--- src/rtl/acpi_pm_pkg.sv ---
package acpi_pm_pkg;
   localparam logic [3:0] OFS_STS = 4'h0;
   localparam logic [3:0] OFS_EN  = 4'h2;
   localparam logic [3:0] OFS_CTL = 4'h4;
   localparam logic [3:0] OFS_TMR = 4'h8;

   localparam int BIT_TMR = 0;
   localparam int BIT_GBL = 5;
   localparam int BIT_PWR = 8;
   localparam int BIT_RTC = 10;
   localparam int BIT_SUS = 13;

   localparam logic [15:0] EVT_MASK = 16'h0521;

   typedef struct packed {
      logic sts;
      logic en;
      logic ctl;
      logic tmr;
   } reg_sel_t;
endpackage

--- src/rtl/pm_timer.sv ---
module pm_timer #(
   parameter int TMR_W = 24
) (
   input  logic             clk,
   input  logic             rst_n,
   input  logic             tick,
   output logic [TMR_W-1:0] cnt,
   output logic             msb_flip
);
   localparam logic [TMR_W-1:0] CNT_MAX = '1;

   assign msb_flip = tick & (&cnt[TMR_W-2:0]);

   always_ff @(posedge clk) begin
      if (!rst_n)    cnt <= '0;
      else if (tick) cnt <= cnt + 1'b1;
   end

   a_r10_wrap: assert property (@(posedge clk) disable iff (!rst_n)
      (tick && cnt == CNT_MAX) |=> (cnt == '0));
   a_r10_hold: assert property (@(posedge clk) disable iff (!rst_n)
      !tick |=> $stable(cnt));
endmodule

--- src/rtl/pm_event_status.sv ---
module pm_event_status
   import acpi_pm_pkg::*;
#(
   parameter int N_EXT = 2
) (
   input  logic             clk,
   input  logic             rst_n,
   input  logic             tmr_flip,
   input  logic [N_EXT-1:0] ext_evt,
   input  logic [15:0]      sts_clr,
   input  logic             en_we,
   input  logic [15:0]      en_wdata,
   output logic [15:0]      sts_q,
   output logic [15:0]      en_q,
   output logic             sci
);
   logic [N_EXT-1:0] ext_prev;
   logic [15:0]      set_vec [N_EXT+1];

   assign set_vec[0] = tmr_flip ? (16'h1 << BIT_TMR) : 16'h0;

   for (genvar g = 0; g < N_EXT; g++) begin : g_ext
      localparam int POS = (g == 0) ? BIT_RTC : BIT_PWR;
      always_ff @(posedge clk) begin
         if (!rst_n) ext_prev[g] <= 1'b0;
         else        ext_prev[g] <= ext_evt[g];
      end
      assign set_vec[g+1] = set_vec[g] |
         ((ext_evt[g] & ~ext_prev[g]) ? (16'h1 << POS) : 16'h0);
   end

   always_ff @(posedge clk) begin
      if (!rst_n) begin
         sts_q <= '0;
         en_q  <= '0;
      end else begin
         sts_q <= ((sts_q & ~sts_clr) | set_vec[N_EXT]) & EVT_MASK;
         if (en_we) en_q <= en_wdata;
      end
   end

   assign sci = |(sts_q & en_q & EVT_MASK);

   a_r6_tov_set: assert property (@(posedge clk) disable iff (!rst_n)
      tmr_flip |=> sts_q[BIT_TMR]);
   a_r3_w1c: assert property (@(posedge clk) disable iff (!rst_n)
      (sts_clr[BIT_TMR] && !tmr_flip) |=> !sts_q[BIT_TMR]);
   a_r12_rtc_edge: assert property (@(posedge clk) disable iff (!rst_n)
      (ext_evt[0] && !ext_prev[0]) |=> sts_q[BIT_RTC]);
endmodule

--- src/rtl/pm_ctrl.sv ---
module pm_ctrl
   import acpi_pm_pkg::*;
(
   input  logic        clk,
   input  logic        rst_n,
   input  logic        ctl_we,
   input  logic [15:0] ctl_wdata,
   output logic [15:0] ctl_q,
   output logic        poff_req
);
   logic soft_off;

   assign soft_off = ctl_we & ctl_wdata[BIT_SUS] & (ctl_wdata[11:10] == 2'b00);

   always_ff @(posedge clk) begin
      if (!rst_n) begin
         ctl_q    <= '0;
         poff_req <= 1'b0;
      end else begin
         if (ctl_we) ctl_q <= ctl_wdata & ~(16'h1 << BIT_SUS);
         poff_req <= soft_off;
      end
   end

   a_r8_one_cycle: assert property (@(posedge clk) disable iff (!rst_n)
      poff_req |=> !poff_req);
   a_r8_cause: assert property (@(posedge clk) disable iff (!rst_n)
      poff_req |-> $past(ctl_we && ctl_wdata[BIT_SUS] && ctl_wdata[11:10] == 2'b00));
endmodule

--- src/rtl/acpi_pm_regs.sv ---
module acpi_pm_regs
   import acpi_pm_pkg::*;
#(
   parameter int          TMR_W   = 24,
   parameter int          DATA_W  = 32,
   parameter int          ADDR_W  = 16,
   parameter int          WIN_LG2 = 6
) (
   input  logic              clk,
   input  logic              rst_n,
   input  logic              cfg_win_en,
   input  logic [31:0]       cfg_base,
   input  logic [ADDR_W-1:0] io_addr,
   input  logic              io_wr,
   input  logic              io_rd,
   input  logic [DATA_W-1:0] io_wdata,
   output logic [DATA_W-1:0] io_rdata,
   input  logic              tick,
   input  logic              rtc_evt,
   input  logic              pwrbtn_evt,
   output logic              sci,
   output logic              poweroff_req
);
   localparam int TAG_W = ADDR_W - WIN_LG2;

   if (TMR_W < 2 || TMR_W > DATA_W) begin : g_bad_tmr
      $error("TMR_W must lie in 2..DATA_W");
   end
   if (DATA_W < 16 || WIN_LG2 < 4 || WIN_LG2 >= ADDR_W) begin : g_bad_bus
      $error("bus or window parameters out of range");
   end

   logic             win_hit;
   logic [3:0]       ofs;
   reg_sel_t         sel;
   logic [TMR_W-1:0] tmr_cnt;
   logic             tmr_flip;
   logic [15:0]      sts_q, en_q, ctl_q;
   logic [15:0]      sts_clr;

   assign win_hit = cfg_win_en &
      (io_addr[ADDR_W-1:WIN_LG2] == cfg_base[ADDR_W-1:WIN_LG2]);
   assign ofs = io_addr[3:0];

   always_comb begin
      sel     = '0;
      sel.sts = win_hit && (ofs == OFS_STS);
      sel.en  = win_hit && (ofs == OFS_EN);
      sel.ctl = win_hit && (ofs == OFS_CTL);
      sel.tmr = win_hit && (ofs == OFS_TMR);
   end

   assign sts_clr = (io_wr && sel.sts) ? io_wdata[15:0] : 16'h0;

   pm_timer #(.TMR_W(TMR_W)) u_tmr (
      .clk(clk), .rst_n(rst_n), .tick(tick),
      .cnt(tmr_cnt), .msb_flip(tmr_flip)
   );

   pm_event_status #(.N_EXT(2)) u_evt (
      .clk(clk), .rst_n(rst_n), .tmr_flip(tmr_flip),
      .ext_evt({pwrbtn_evt, rtc_evt}), .sts_clr(sts_clr),
      .en_we(io_wr && sel.en), .en_wdata(io_wdata[15:0]),
      .sts_q(sts_q), .en_q(en_q), .sci(sci)
   );

   pm_ctrl u_ctl (
      .clk(clk), .rst_n(rst_n), .ctl_we(io_wr && sel.ctl),
      .ctl_wdata(io_wdata[15:0]), .ctl_q(ctl_q), .poff_req(poweroff_req)
   );

   always_comb begin
      io_rdata = '0;
      if (io_rd) begin
         if (sel.sts)      io_rdata[15:0]      = sts_q;
         else if (sel.en)  io_rdata[15:0]      = en_q;
         else if (sel.ctl) io_rdata[15:0]      = ctl_q;
         else if (sel.tmr) io_rdata[TMR_W-1:0] = tmr_cnt;
      end
   end

   a_r9_miss_write: assert property (@(posedge clk) disable iff (!rst_n)
      (io_wr && !win_hit) |=> ($stable(en_q) && $stable(ctl_q)));
   a_r7_sus_clear: assert property (@(posedge clk) disable iff (!rst_n)
      (io_wr && sel.ctl) |=> !ctl_q[BIT_SUS]);
   a_r2_timer_top: assert property (@(posedge clk) disable iff (!rst_n)
      (io_rd && sel.tmr) |-> (io_rdata >> TMR_W) == '0);
endmodule

--- config.mk ---
export PLATFORM = sky130hd
export DESIGN_NAME = acpi_pm_regs
export DESIGN_NICKNAME = d
export VERILOG_FILES = /design/src/rtl/acpi_pm_pkg.sv /design/src/rtl/pm_timer.sv /design/src/rtl/pm_event_status.sv /design/src/rtl/pm_ctrl.sv /design/src/rtl/acpi_pm_regs.sv
export SDC_FILE = /design/constraint.sdc
export NUM_CORES = 1
export LEC_CHECK = 0
export BUFFER_PORTS_ARGS = -buffer_cell sky130_fd_sc_hd__buf_2
export CAP_MARGIN = 20
export CELL_PAD_IN_SITES_DETAIL_PLACEMENT = 1
export CELL_PAD_IN_SITES_GLOBAL_PLACEMENT = 1
export CORE_MARGIN = 8
export CORE_UTILIZATION = 35
export CTS_CLUSTER_DIAMETER = 100
export DETAILED_ROUTE_END_ITERATION = 10
export PLACE_DENSITY = 0.88
export SYNTH_ARGS = -nofsm -noshare
export SYNTH_HDL_FRONTEND = slang
export SYNTH_SLANG_ARGS = --single-unit
--- constraint.sdc ---
create_clock -name clk -period 2.7 [get_ports clk]
set_input_delay 0.54 -clock clk [delete_from_list [all_inputs] [get_ports clk]]
set_output_delay 0.54 -clock clk [all_outputs]
set_load 0.01 [all_outputs]
==> flow_summary_export.csv, run 1 <==
group,metric,value,unit
outcome,status,"complete, no violations",
setup_path,crit_path_max_fanout,24,
setup_path,rrSetupSlack,0.63,ns
timing,slew_viol_final,0,
global_routing,grt_max_degree,29,
drt,via_count,3162,
clock_tree,cts.sinks,62,
setup_path,crit_type,"in -> out",
floorplanning,core,9150,um2
place,io_buffers,73,
pwr,power_density,464,nW/um2
pwr,switching_share,24.6,%
clock_tree,cts_root_buffer,"clkbuf_8",
clock_tree,cts_buffer_depth,2,
hold_path,hp-start,"io_wdata[11]",
flow_run,cap_violations,0,
setup_path,r2r_cells,5,
timing,slew_headroom,45.9,%
synthesis,avgSynthCellArea,8.50,um2
timing,fin_ws,0.176,ns
synthesis,synth_area_leaders,"dfxtp_1, mux2i_1, nand2_1, xnor2_1, a222oi_1",
clock_tree,postCtsSetupBuffers,0,
setup_path,cpMostUsedCell,"buf_2",
finish,layout_commonest_cell,"buf_2",
timing,hold_viol,0,
timing,rsz0062_at_grt,"no",
floorplanning,die_h,113,um
drt,wl_per_cell,17.8,um
floorplanning,ioPinCount,122,
drt,ant_nets,0,
place,place_area,3730,um2
place,dp_slack,0.222,ns
setup_path,cp_data_required_time,2.16,ns
global_routing,grt_pass1_wl,16700,um
global_routing,grt_pass1_vias,3315,
synthesis,synth.top_cell.area_share,38.0,%
pwr,p_switching,0.446,mW
drt,vias_per_cell,5.53,
clock_tree,cts_resized,0,
clock_tree,cts-hold-fix-buffers,0,
drt,drcViolationCount,0,
timing,timing.final.crit_period,2.52,ns
floorplanning,start_util,35.7,%
finish,n_antenna_cell,0,
synthesis,syn_area,3260,um2
drt,first_iter_violations,138,
timing,finClkSkew,0.00697,ns
timing,fmax,396,MHz
place,gp_congestion,0.771,
floorplanning,rows,35,
setup_path,worst-endpoint-arrival,1.98,ns
timing,finalCritPeriodShare,93.5,%
clock_tree,worstSkewPairLatency,0.34,ns
setup_path,cp-end-kind,"output pin",
clock_tree,cts_tree,"yes",
hold_path,min_path_cells,2,
setup_path,cp_slowest_cell,"nor3_1",
clock_tree,htree_num_levels,3,
pwr,p_seq_share,51.4,%
place,dp_hpwl,7670,um
finish,fin_area,3900,um2
clock_tree,cts_made_buffers,9,
finish,final_cell_mix,"buf_2, dfxtp_1, nand2_1",
floorplanning,die-area,12700,um2
synthesis,synth_warnings,0,
setup_path,max_stage_delay,0.30,ns
synthesis,synth-seq-cells,62,
timing,tns,0,ns
synthesis,synth.distinct_cells,43,
global_routing,antenna_found_initial,0,
pwr,p_comb_share,8.8,%
pwr,clkPwrFrac,39.9,%
pwr,p_int,1.36,mW
setup_path,reg2reg_from,"u_tmr.cnt[0]",
timing,fin_hold_ws,0.397,ns
timing,worst_slew_pin_slew,0.811,ns
timing,setup_viol,0,
finish,drive_above_1_share,22.3,%
drt,routed_wl,10200,um
drt,first_pass_iters,6,
synthesis,yosysSeqAreaShare,38.0,%
hold_path,holdPathEnd,"u_ctl.poff_req",
global_routing,grtUsageTotal,16.2,%
finish,synthToLayoutAreaGrowth,19.5,%
setup_path,cp-start-kind,"input port",
pwr,ir_drop,0.000258,V
finish,final_nets,546,
synthesis,yosys.area.top_type,"dfxtp_1",
clock_tree,clkTransAtPathRegs,0.06,ns
pwr,report.power.total,1.81,mW
floorplanning,die-width,113,um
setup_path,timing.rr.end,"u_tmr.cnt[22]",
setup_path,cp_cell_sequence,"buf_2, xnor2_1, and4_1, nand4_1, buf_4, nor3_1, buf_2",
hold_path,hp-class,"in -> reg",
global_routing,overflow,0,
pwr,p_leak,1.51,nW
synthesis,synthCells,384,
cell type report:
type | instances | area (um2)
clock buffers | 14 | 163
clock inverters | 1 | 5.00
fillers | 1131 | 5250
inverters | 19 | 71.3
multi-input cells | 279 | 1820
flip-flops and latches | 62 | 1240
well taps | 111 | 139
repair buffers | 86 | 463
metrics by stage:
step / util, % / instances
floorplan: - / 391
global placement: 40.8 / 557
detailed placement: 40.8 / 557
CTS: 42.6 / 572
global route: 42.6 / 572
finish: 42.6 / 572
Yosys cell counts:
library cell / count
nand3_1: 9
inv_1: 19
clkbuf_1: 16
a22oi_1: 7
nor4_4: 1
conb_1: 1
a211oi_1: 4
nor4b_1: 1
nor2_1: 13
nor3_1: 22
nand4_1: 13
o22ai_1: 4
nor4_1: 5
mux2i_1: 32
and2_1: 3
nor2b_1: 8
and4_1: 8
or2_1: 1
or3_1: 7
nor4b_2: 1
ha_1: 1
a311oi_1: 2
nand2_1: 58
o31a_1: 1
or4b_1: 1
nor4b_4: 1
buf_2: 2
dfxtp_1: 62
o21a_1: 1
a21oi_1: 14
or4_1: 5
and3_1: 1
o311ai_1: 1
nand3b_1: 1
o31ai_1: 3
o41ai_1: 2
buf_1: 2
xnor2_1: 15
buf_6: 3
buf_4: 8
o21ai_0: 9
xor2_1: 5
a222oi_1: 11
critical path, delay by kind of cell:
kind                      cells  cell delay (ns)
and+or+nand+nor               3             0.68
buffers and inverters         3             0.52
xor gates and xnor gates      1             0.24
how the worst max path moves through the flow:
stage	from	endpoint	slack (ns)
6_report	cfg_base[8]	io_rdata[6]	0.18
5_1_grt	cfg_base[8]	io_rdata[6]	0.08
4_1_cts	cfg_base[8]	io_rdata[11]	0.19
3_5_place_dp	cfg_base[8]	io_rdata[11]	0.22
3_3_place_gp	cfg_base[8]	io_rdata[2]	0.27
2_1_floorplan	cfg_base[9]	io_rdata[0]	0.38
sequential cells by signal, indices dropped and copies added, names as in the netlist:
name / count
u_tmr.cnt: 24
u_evt.en_q: 16
u_ctl.ctl_q: 15
u_evt.sts_q: 4
u_evt.ext_prev: 2
u_ctl.poff_req: 1
cells by family (layout without fill, tap and decap cells):
family	Yosys count	in the layout	synth area share (%)
adders and majority gates	1	1	0.383
buffers and inverters	50	120	7.44
AOI/OAI and AO/OA	59	59	12.7
muxes	32	32	9.81
and+or+nand+nor	159	159	26.1
other	1	8	0.115
xor gates and xnor gates	20	20	5.37
DFF	62	62	38.0
power groups by stage:
stage	Sequential, mW	Combinational [mW]	Clock, mW
after floorplan	0.948	0.0950	0
after global placement	0.950	0.150	0
after detailed placement	0.950	0.156	0
after CTS	0.930	0.158	0.740
after global routing	0.931	0.174	0.775
final	0.930	0.159	0.722
layer usage:
| metal | routed length (um) | track usage [%] |
|---|---|---|
| met4 | 143 | 6.03 |
| met5 | 0 | 0 |
| met3 | 342 | 2.68 |
| met1 | 4360 | 18.1 |
| met2 | 5310 | 29.9 |
Power figures use the tool's default switching activity.
==> run 2, diff against run 1 <==
==> constraint.sdc (replaced) <==
create_clock -name clk -period 2.7 [get_ports clk]
set_input_delay 0.135 -clock clk [delete_from_list [all_inputs] [get_ports clk]]
set_output_delay 0.135 -clock clk [all_outputs]
set_load 0.01 [all_outputs]
==> run 2 against run 1 <==
Net effect:
- critical path depth is 2 lower
- clock power is 36% higher
- via count is 0.70% higher
- register-to-register slack hardly changed
- combinational power is 3% lower
- final cell count is 0.35% lower
- critical endpoint is now u_tmr.cnt[14]
==> flow_summary_export.csv, run 2 (synthesis results as in run 1) <==
group,metric,value,unit
drt,wl_per_cell,18.2,um
setup_path,worst-endpoint-arrival,2.34,ns
setup_path,path_delay_family,"simple AND/OR/NAND/NOR gates",
clock_tree,cts_made_buffers,9,
drt,drcViolationCount,0,
clock_tree,cts_buffer_depth,2,
timing,finClkSkew,0.00680,ns
setup_path,cp_slowest_cell,"or4_1",
clock_tree,cts_root_buffer,"clkbuf_8",
timing,fin_ws,0.621,ns
finish,synthToLayoutAreaGrowth,21.0,%
finish,final_cell_mix,"buf_2, dfxtp_1, nand2_1",
floorplanning,rows,35,
clock_tree,cts_resized,0,
pwr,p_switching,0.477,mW
hold_path,hp-start,"pwrbtn_evt",
pwr,p_int,1.59,mW
timing,slew_viol_final,0,
clock_tree,worstSkewPairLatency,0.33,ns
timing,rsz0062_at_grt,"no",
clock_tree,clkTransAtPathRegs,0.07,ns
pwr,power_density,524,nW/um2
hold_path,hp-class,"in -> reg",
floorplanning,start_util,35.7,%
setup_path,rrSetupSlack,0.62,ns
floorplanning,die-width,113,um
finish,n_antenna_cell,0,
clock_tree,htree_num_levels,3,
hold_path,holdPathEnd,"u_evt.ext_prev[1]",
finish,largest_reg_flops,24,
clock_tree,cts_tree,"yes",
setup_path,cp-start-kind,"flip-flop",
drt,first_pass_iters,4,
setup_path,r2r_cells,5,
setup_path,timing.rr.end,"u_tmr.cnt[14]",
global_routing,grt_pass1_wl,16800,um
place,gp_congestion,0.811,
finish,final_util,43.2,%
pwr,ir_drop,0.000264,V
place,dp_hpwl,7690,um
clock_tree,cts-hold-fix-buffers,1,
setup_path,crit_path_max_fanout,10,
setup_path,reg2reg_from,"u_tmr.cnt[0]",
finish,reg_top3,"u_tmr.cnt x24, u_evt.en_q x16, u_ctl.ctl_q x15",
flow_run,cap_violations,0,
timing,finalCritPeriodShare,77.0,%
pwr,switching_share,23.0,%
timing,tns,0,ns
setup_path,max_stage_delay,0.62,ns
finish,drive_above_1_share,22.2,%
setup_path,crit_type,"reg -> reg",
finish,layout_commonest_cell,"buf_2",
floorplanning,core,9150,um2
finish,final_nets,543,
setup_path,critical_path_buf_inv_count,0,
global_routing,overflow,0,
global_routing,grt_max_degree,55,
timing,slew_headroom,47.4,%
timing,worst_slew_pin_slew,0.788,ns
drt,first_iter_violations,181,
drt,via_count,3184,
place,dp_slack,0.652,ns
timing,fmax,481,MHz
timing,hold_viol,0,
floorplanning,die_h,113,um
global_routing,grt_pass1_vias,3474,
clock_tree,cts.sinks,62,
pwr,p_comb_share,7.5,%
setup_path,cp-end-kind,"flip-flop",
place,io_buffers,73,
place,dp_cells,553,
drt,vias_per_cell,5.59,
pwr,p_seq_share,44.9,%
finish,final_cells,570,
hold_path,min_path_cells,2,
timing,setup_viol,0,
drt,routed_wl,10400,um
timing,timing.final.crit_period,2.08,ns
setup_path,startpoint,"u_tmr.cnt[0]",
setup_path,cp_cell_sequence,"ha_1, nand3_1, or4_1, or3_1, a21oi_1",
global_routing,grtUsageTotal,16.5,%
finish,n_fill_cell,1111,
outcome,status,"complete, no violations",
finish,regMostFlops,"u_tmr.cnt",
pwr,p_leak,1.52,nW
global_routing,antenna_found_initial,0,
pwr,clkPwrFrac,47.6,%
floorplanning,ioPinCount,122,
floorplanning,die-area,12700,um2
timing,fin_hold_ws,0.00907,ns
drt,ant_nets,0,
setup_path,cp_data_required_time,2.96,ns
clock_tree,postCtsSetupBuffers,0,
## run 2: metrics by stage
stage | instance area, um2 | total power [mW]
2_1_floorplan | 3290 | 1.04
3_3_place_gp | 3700 | 1.09
3_5_place_dp | 3700 | 1.10
4_1_cts | 3950 | 2.08
5_1_grt | 3950 | 2.14
6_report | 3950 | 2.07
## run 2: power by group through the flow
stage | Clock (mW) | Combinational (mW) | Sequential, mW
floorplan | 0 | 0.0950 | 0.948
global placement | 0 | 0.143 | 0.950
detailed placement | 0 | 0.151 | 0.951
CTS | 0.992 | 0.154 | 0.930
global route | 1.04 | 0.168 | 0.931
finish | 0.985 | 0.155 | 0.930
## run 2: worst max path at each step
stage,cells after the start,to,slack [ns]
after floorplan,6,u_tmr.cnt[18],0.91
after global placement,5,u_tmr.cnt[16],0.71
after detailed placement,5,u_tmr.cnt[14],0.65
after CTS,5,u_tmr.cnt[14],0.64
after global routing,5,u_tmr.cnt[18],0.48
final,5,u_tmr.cnt[14],0.62
## run 2: area by class of cell
class / count / area (um2) / share of cell area (%)
clock buffers: 10 / 128 / 3.23
clock inverters: 6 / 110 / 2.79
inverters: 19 / 71.3 / 1.80
multi-input cells: 279 / 1820 / 46.0
flip-flops and latches: 62 / 1240 / 31.4
well taps: 111 / 139 / 3.51
repair buffers: 83 / 443 / 11.2
## run 2: per-layer routing
layer,vias up,track usage (%),part of all wire (%)
met5,-,0,0
met4,0,7.10,2.1
met3,19,3.54,3.7
met2,75,31.1,53
met1,1570,17.1,41
li1,1520,-,-
==> run 3, diff against run 2 <==
--- a/config.mk
+++ b/config.mk
@@ -10,10 +10,10 @@
 export CELL_PAD_IN_SITES_DETAIL_PLACEMENT = 1
 export CELL_PAD_IN_SITES_GLOBAL_PLACEMENT = 1
 export CORE_MARGIN = 8
-export CORE_UTILIZATION = 35
+export CORE_UTILIZATION = 32
 export CTS_CLUSTER_DIAMETER = 100
 export DETAILED_ROUTE_END_ITERATION = 10
-export PLACE_DENSITY = 0.88
+export PLACE_DENSITY = 0.85
 export SYNTH_ARGS = -nofsm -noshare
 export SYNTH_HDL_FRONTEND = slang
 export SYNTH_SLANG_ARGS = --single-unit
==> constraint.sdc (replaced) <==
create_clock -name clk -period 1.7 [get_ports clk]
set_input_delay 0.085 -clock clk [delete_from_list [all_inputs] [get_ports clk]]
set_output_delay 0.085 -clock clk [all_outputs]
set_load 0.01 [all_outputs]
==> run 3 against run 2 <==
Net effect:
- register-to-register slack got worse by 0.71 ns
- count of clock-buffer cells in the layout unchanged
- critical path depth is 1 lower
- the flow now finishes with violations (negative setup slack)
- wire length rose by 24%
- via count is 12% higher
- sequential cell count is the same
- design area grew 15%
- largest power group unchanged
- highest routed layer unchanged
- sequential power up 58%
- clock power increased by 66%
- combinational power grew 100%
- fmax increased by 16%
==> flow_summary_export.csv, run 3 (synthesis results as in run 1) <==
group,metric,value,unit
clock_tree,clkTransAtPathRegs,0.08,ns
global_routing,grt_pass1_vias,3828,
timing,slew_viol_final,0,
setup_path,cp_data_required_time,1.94,ns
pwr,clkPwrFrac,47.8,%
clock_tree,cts_root_buffer,"clkbuf_8",
global_routing,grt_max_degree,33,
pwr,ir_drop,0.000594,V
pwr,switching_share,23.6,%
setup_path,cp_cell_sequence,"nand4_1, buf_4, or4_4, o41ai_1",
setup_path,max_stage_delay,0.55,ns
drt,via_count,3554,
setup_path,cp_slowest_cell,"or4_4",
timing,fin_ws,-0.0935,ns
drt,ant_nets,0,
clock_tree,cts.sinks,62,
global_routing,grtUsageTotal,18.0,%
timing,finClkSkew,0.0120,ns
floorplanning,die_h,117,um
global_routing,met1_usage,19.1,%
pwr,p_int,2.61,mW
drt,wl_per_cell,19.9,um
timing,worst_slew_pin_slew,0.504,ns
finish,layout_commonest_cell,"buf_2",
floorplanning,rows,37,
clock_tree,worstSkewPairLatency,0.35,ns
timing,finalCritPeriodShare,106,%
timing,rsz0062_at_grt,"yes",
flow_run,cap_violations,0,
finish,final_util,45.1,%
global_routing,overflow,0,
floorplanning,die-width,117,um
finish,n_antenna_cell,0,
finish,final_cell_mix,"buf_2, nand2_1, dfxtp_1",
pwr,p_seq_share,43.1,%
setup_path,cp-end-kind,"flip-flop",
clock_tree,cts_made_buffers,9,
finish,largest_reg_flops,24,
setup_path,crit_path_max_fanout,5,
pwr,power_density,751,nW/um2
global_routing,grt_pass1_wl,19100,um
timing,timing.final.crit_period,1.79,ns
hold_path,hp-class,"in -> reg",
place,io_buffers,73,
floorplanning,start_util,32.3,%
global_routing,antenna_found_initial,0,
place,dp_slack,-0.119,ns
setup_path,crit_type,"reg -> reg",
clock_tree,cts_tree,"yes",
clock_tree,cts_buffer_depth,2,
finish,reg_top3,"u_tmr.cnt x24, u_evt.en_q x16, u_ctl.ctl_q x15",
drt,first_iter_violations,224,
finish,drive_above_1_share,34.2,%
outcome,status,"finished, violations left",
floorplanning,core,10100,um2
place,dp_hpwl,8810,um
pwr,p_switching,0.808,mW
floorplanning,die-area,13700,um2
place,gp_congestion,0.811,
finish,regMostFlops,"u_tmr.cnt",
clock_tree,htree_num_levels,3,
finish,final_nets,595,
timing,fmax,558,MHz
drt,routed_wl,12900,um
timing,slew_headroom,66.4,%
setup_path,critical_path_buf_inv_count,1,
outcome,violations,"negative setup slack",
finish,synthToLayoutAreaGrowth,39.5,%
setup_path,worst-endpoint-arrival,2.04,ns
pwr,p_comb_share,9.1,%
global_routing,grt_use_met3,3.03,%
global_routing,use_met2,32.9,%
setup_path,path_delay_family,"simple AND/OR/NAND/NOR gates",
drt,vias_per_cell,5.49,
pwr,p_leak,1.81,nW
global_routing,grt.busiest_layer,"met2",
drt,first_pass_iters,5,
timing,hold_viol,0,
floorplanning,ioPinCount,122,
setup_path,cp-start-kind,"flip-flop",
drt,drcViolationCount,0,
timing,setup_viol,5,
run 3: changes by cell type in the layout (fill, tap and decap cells not counted), moves of 3 or more:
cell / previous run / this run
nor3_2: 0 / 3
buf_12: 0 / 3
buf_4: 9 / 49
dlygate4sd3_1: 1 / 6
dfxtp_1: 62 / 55
o21ai_0: 9 / 6
nor3_1: 22 / 18
o21ai_1: 0 / 3
dfxtp_2: 0 / 6
run 3: repair_timing:
item | CTS | global route
setup endpoints to repair | 12 | 20
pin swaps | 0 | 13
gates resized for setup | 4 | 27
cloned | 0 | 2
setup buffers | 0 | 4
hold buffers | 6 | 0
endpoints found under the hold margin | 5 | 0
run 3: through the flow:
stage | TNS [ns] | instances | hold slack (ns) | power (mW) | area (um2)
global route | -0.582 | 647 | 0.0173 | 3.51 | 4550
CTS | 0 | 641 | 0.00531 | 3.42 | 4420
floorplan | 0 | 391 | 0.162 | 1.66 | 3310
detailed placement | -0.580 | 619 | 0.280 | 1.79 | 4100
finish | -0.250 | 647 | 0.0170 | 3.42 | 4550
global placement | -0.0223 | 619 | 0.275 | 1.77 | 4100
run 3: area by class of cell:
class,count,area (um2)
clock buffer,10,138
clock inverter,6,109
fill,1253,5540
inverter,19,71.3
multi-input combinational,281,1940
sequential,62,1250
tap,136,170
timing repair buffer,133,876
run 3: per-layer routing:
layer | vias to the layer above | wire [um]
met5 | - | 0
met4 | 0 | 499
met3 | 43 | 610
met2 | 124 | 6680
met1 | 1756 | 5070
li1 | 1631 | -
run 3: worst reg2reg max path, delay by kind of cell (launching register included):
kind / cells / cell delay [ns]
simple gates: 2 / 0.77
flops: 1 / 0.35
compound gates: 1 / 0.35
buf+inv: 1 / 0.21
run 3: final timing paths:
kind	start	end	slack, ns	cells after the start
worst min-delay path	io_wdata[13]	u_ctl.poff_req	0.02	3
worst min register to register	u_ctl.ctl_q[10]	u_ctl.ctl_q[10]	0.47	2
worst max register to register	u_tmr.cnt[7]	u_tmr.cnt[20]	-0.09	4
worst max-delay path	u_tmr.cnt[7]	u_tmr.cnt[20]	-0.09	4
run 3: power groups by stage:
stage / sequential, mW / clock (mW) / combinational [mW]
after global routing: 1.47 / 1.71 / 0.335
after CTS: 1.47 / 1.64 / 0.301
final: 1.47 / 1.64 / 0.313
after detailed placement: 1.51 / 0 / 0.286
after global placement: 1.51 / 0 / 0.268
after floorplan: 1.51 / 0 / 0.152
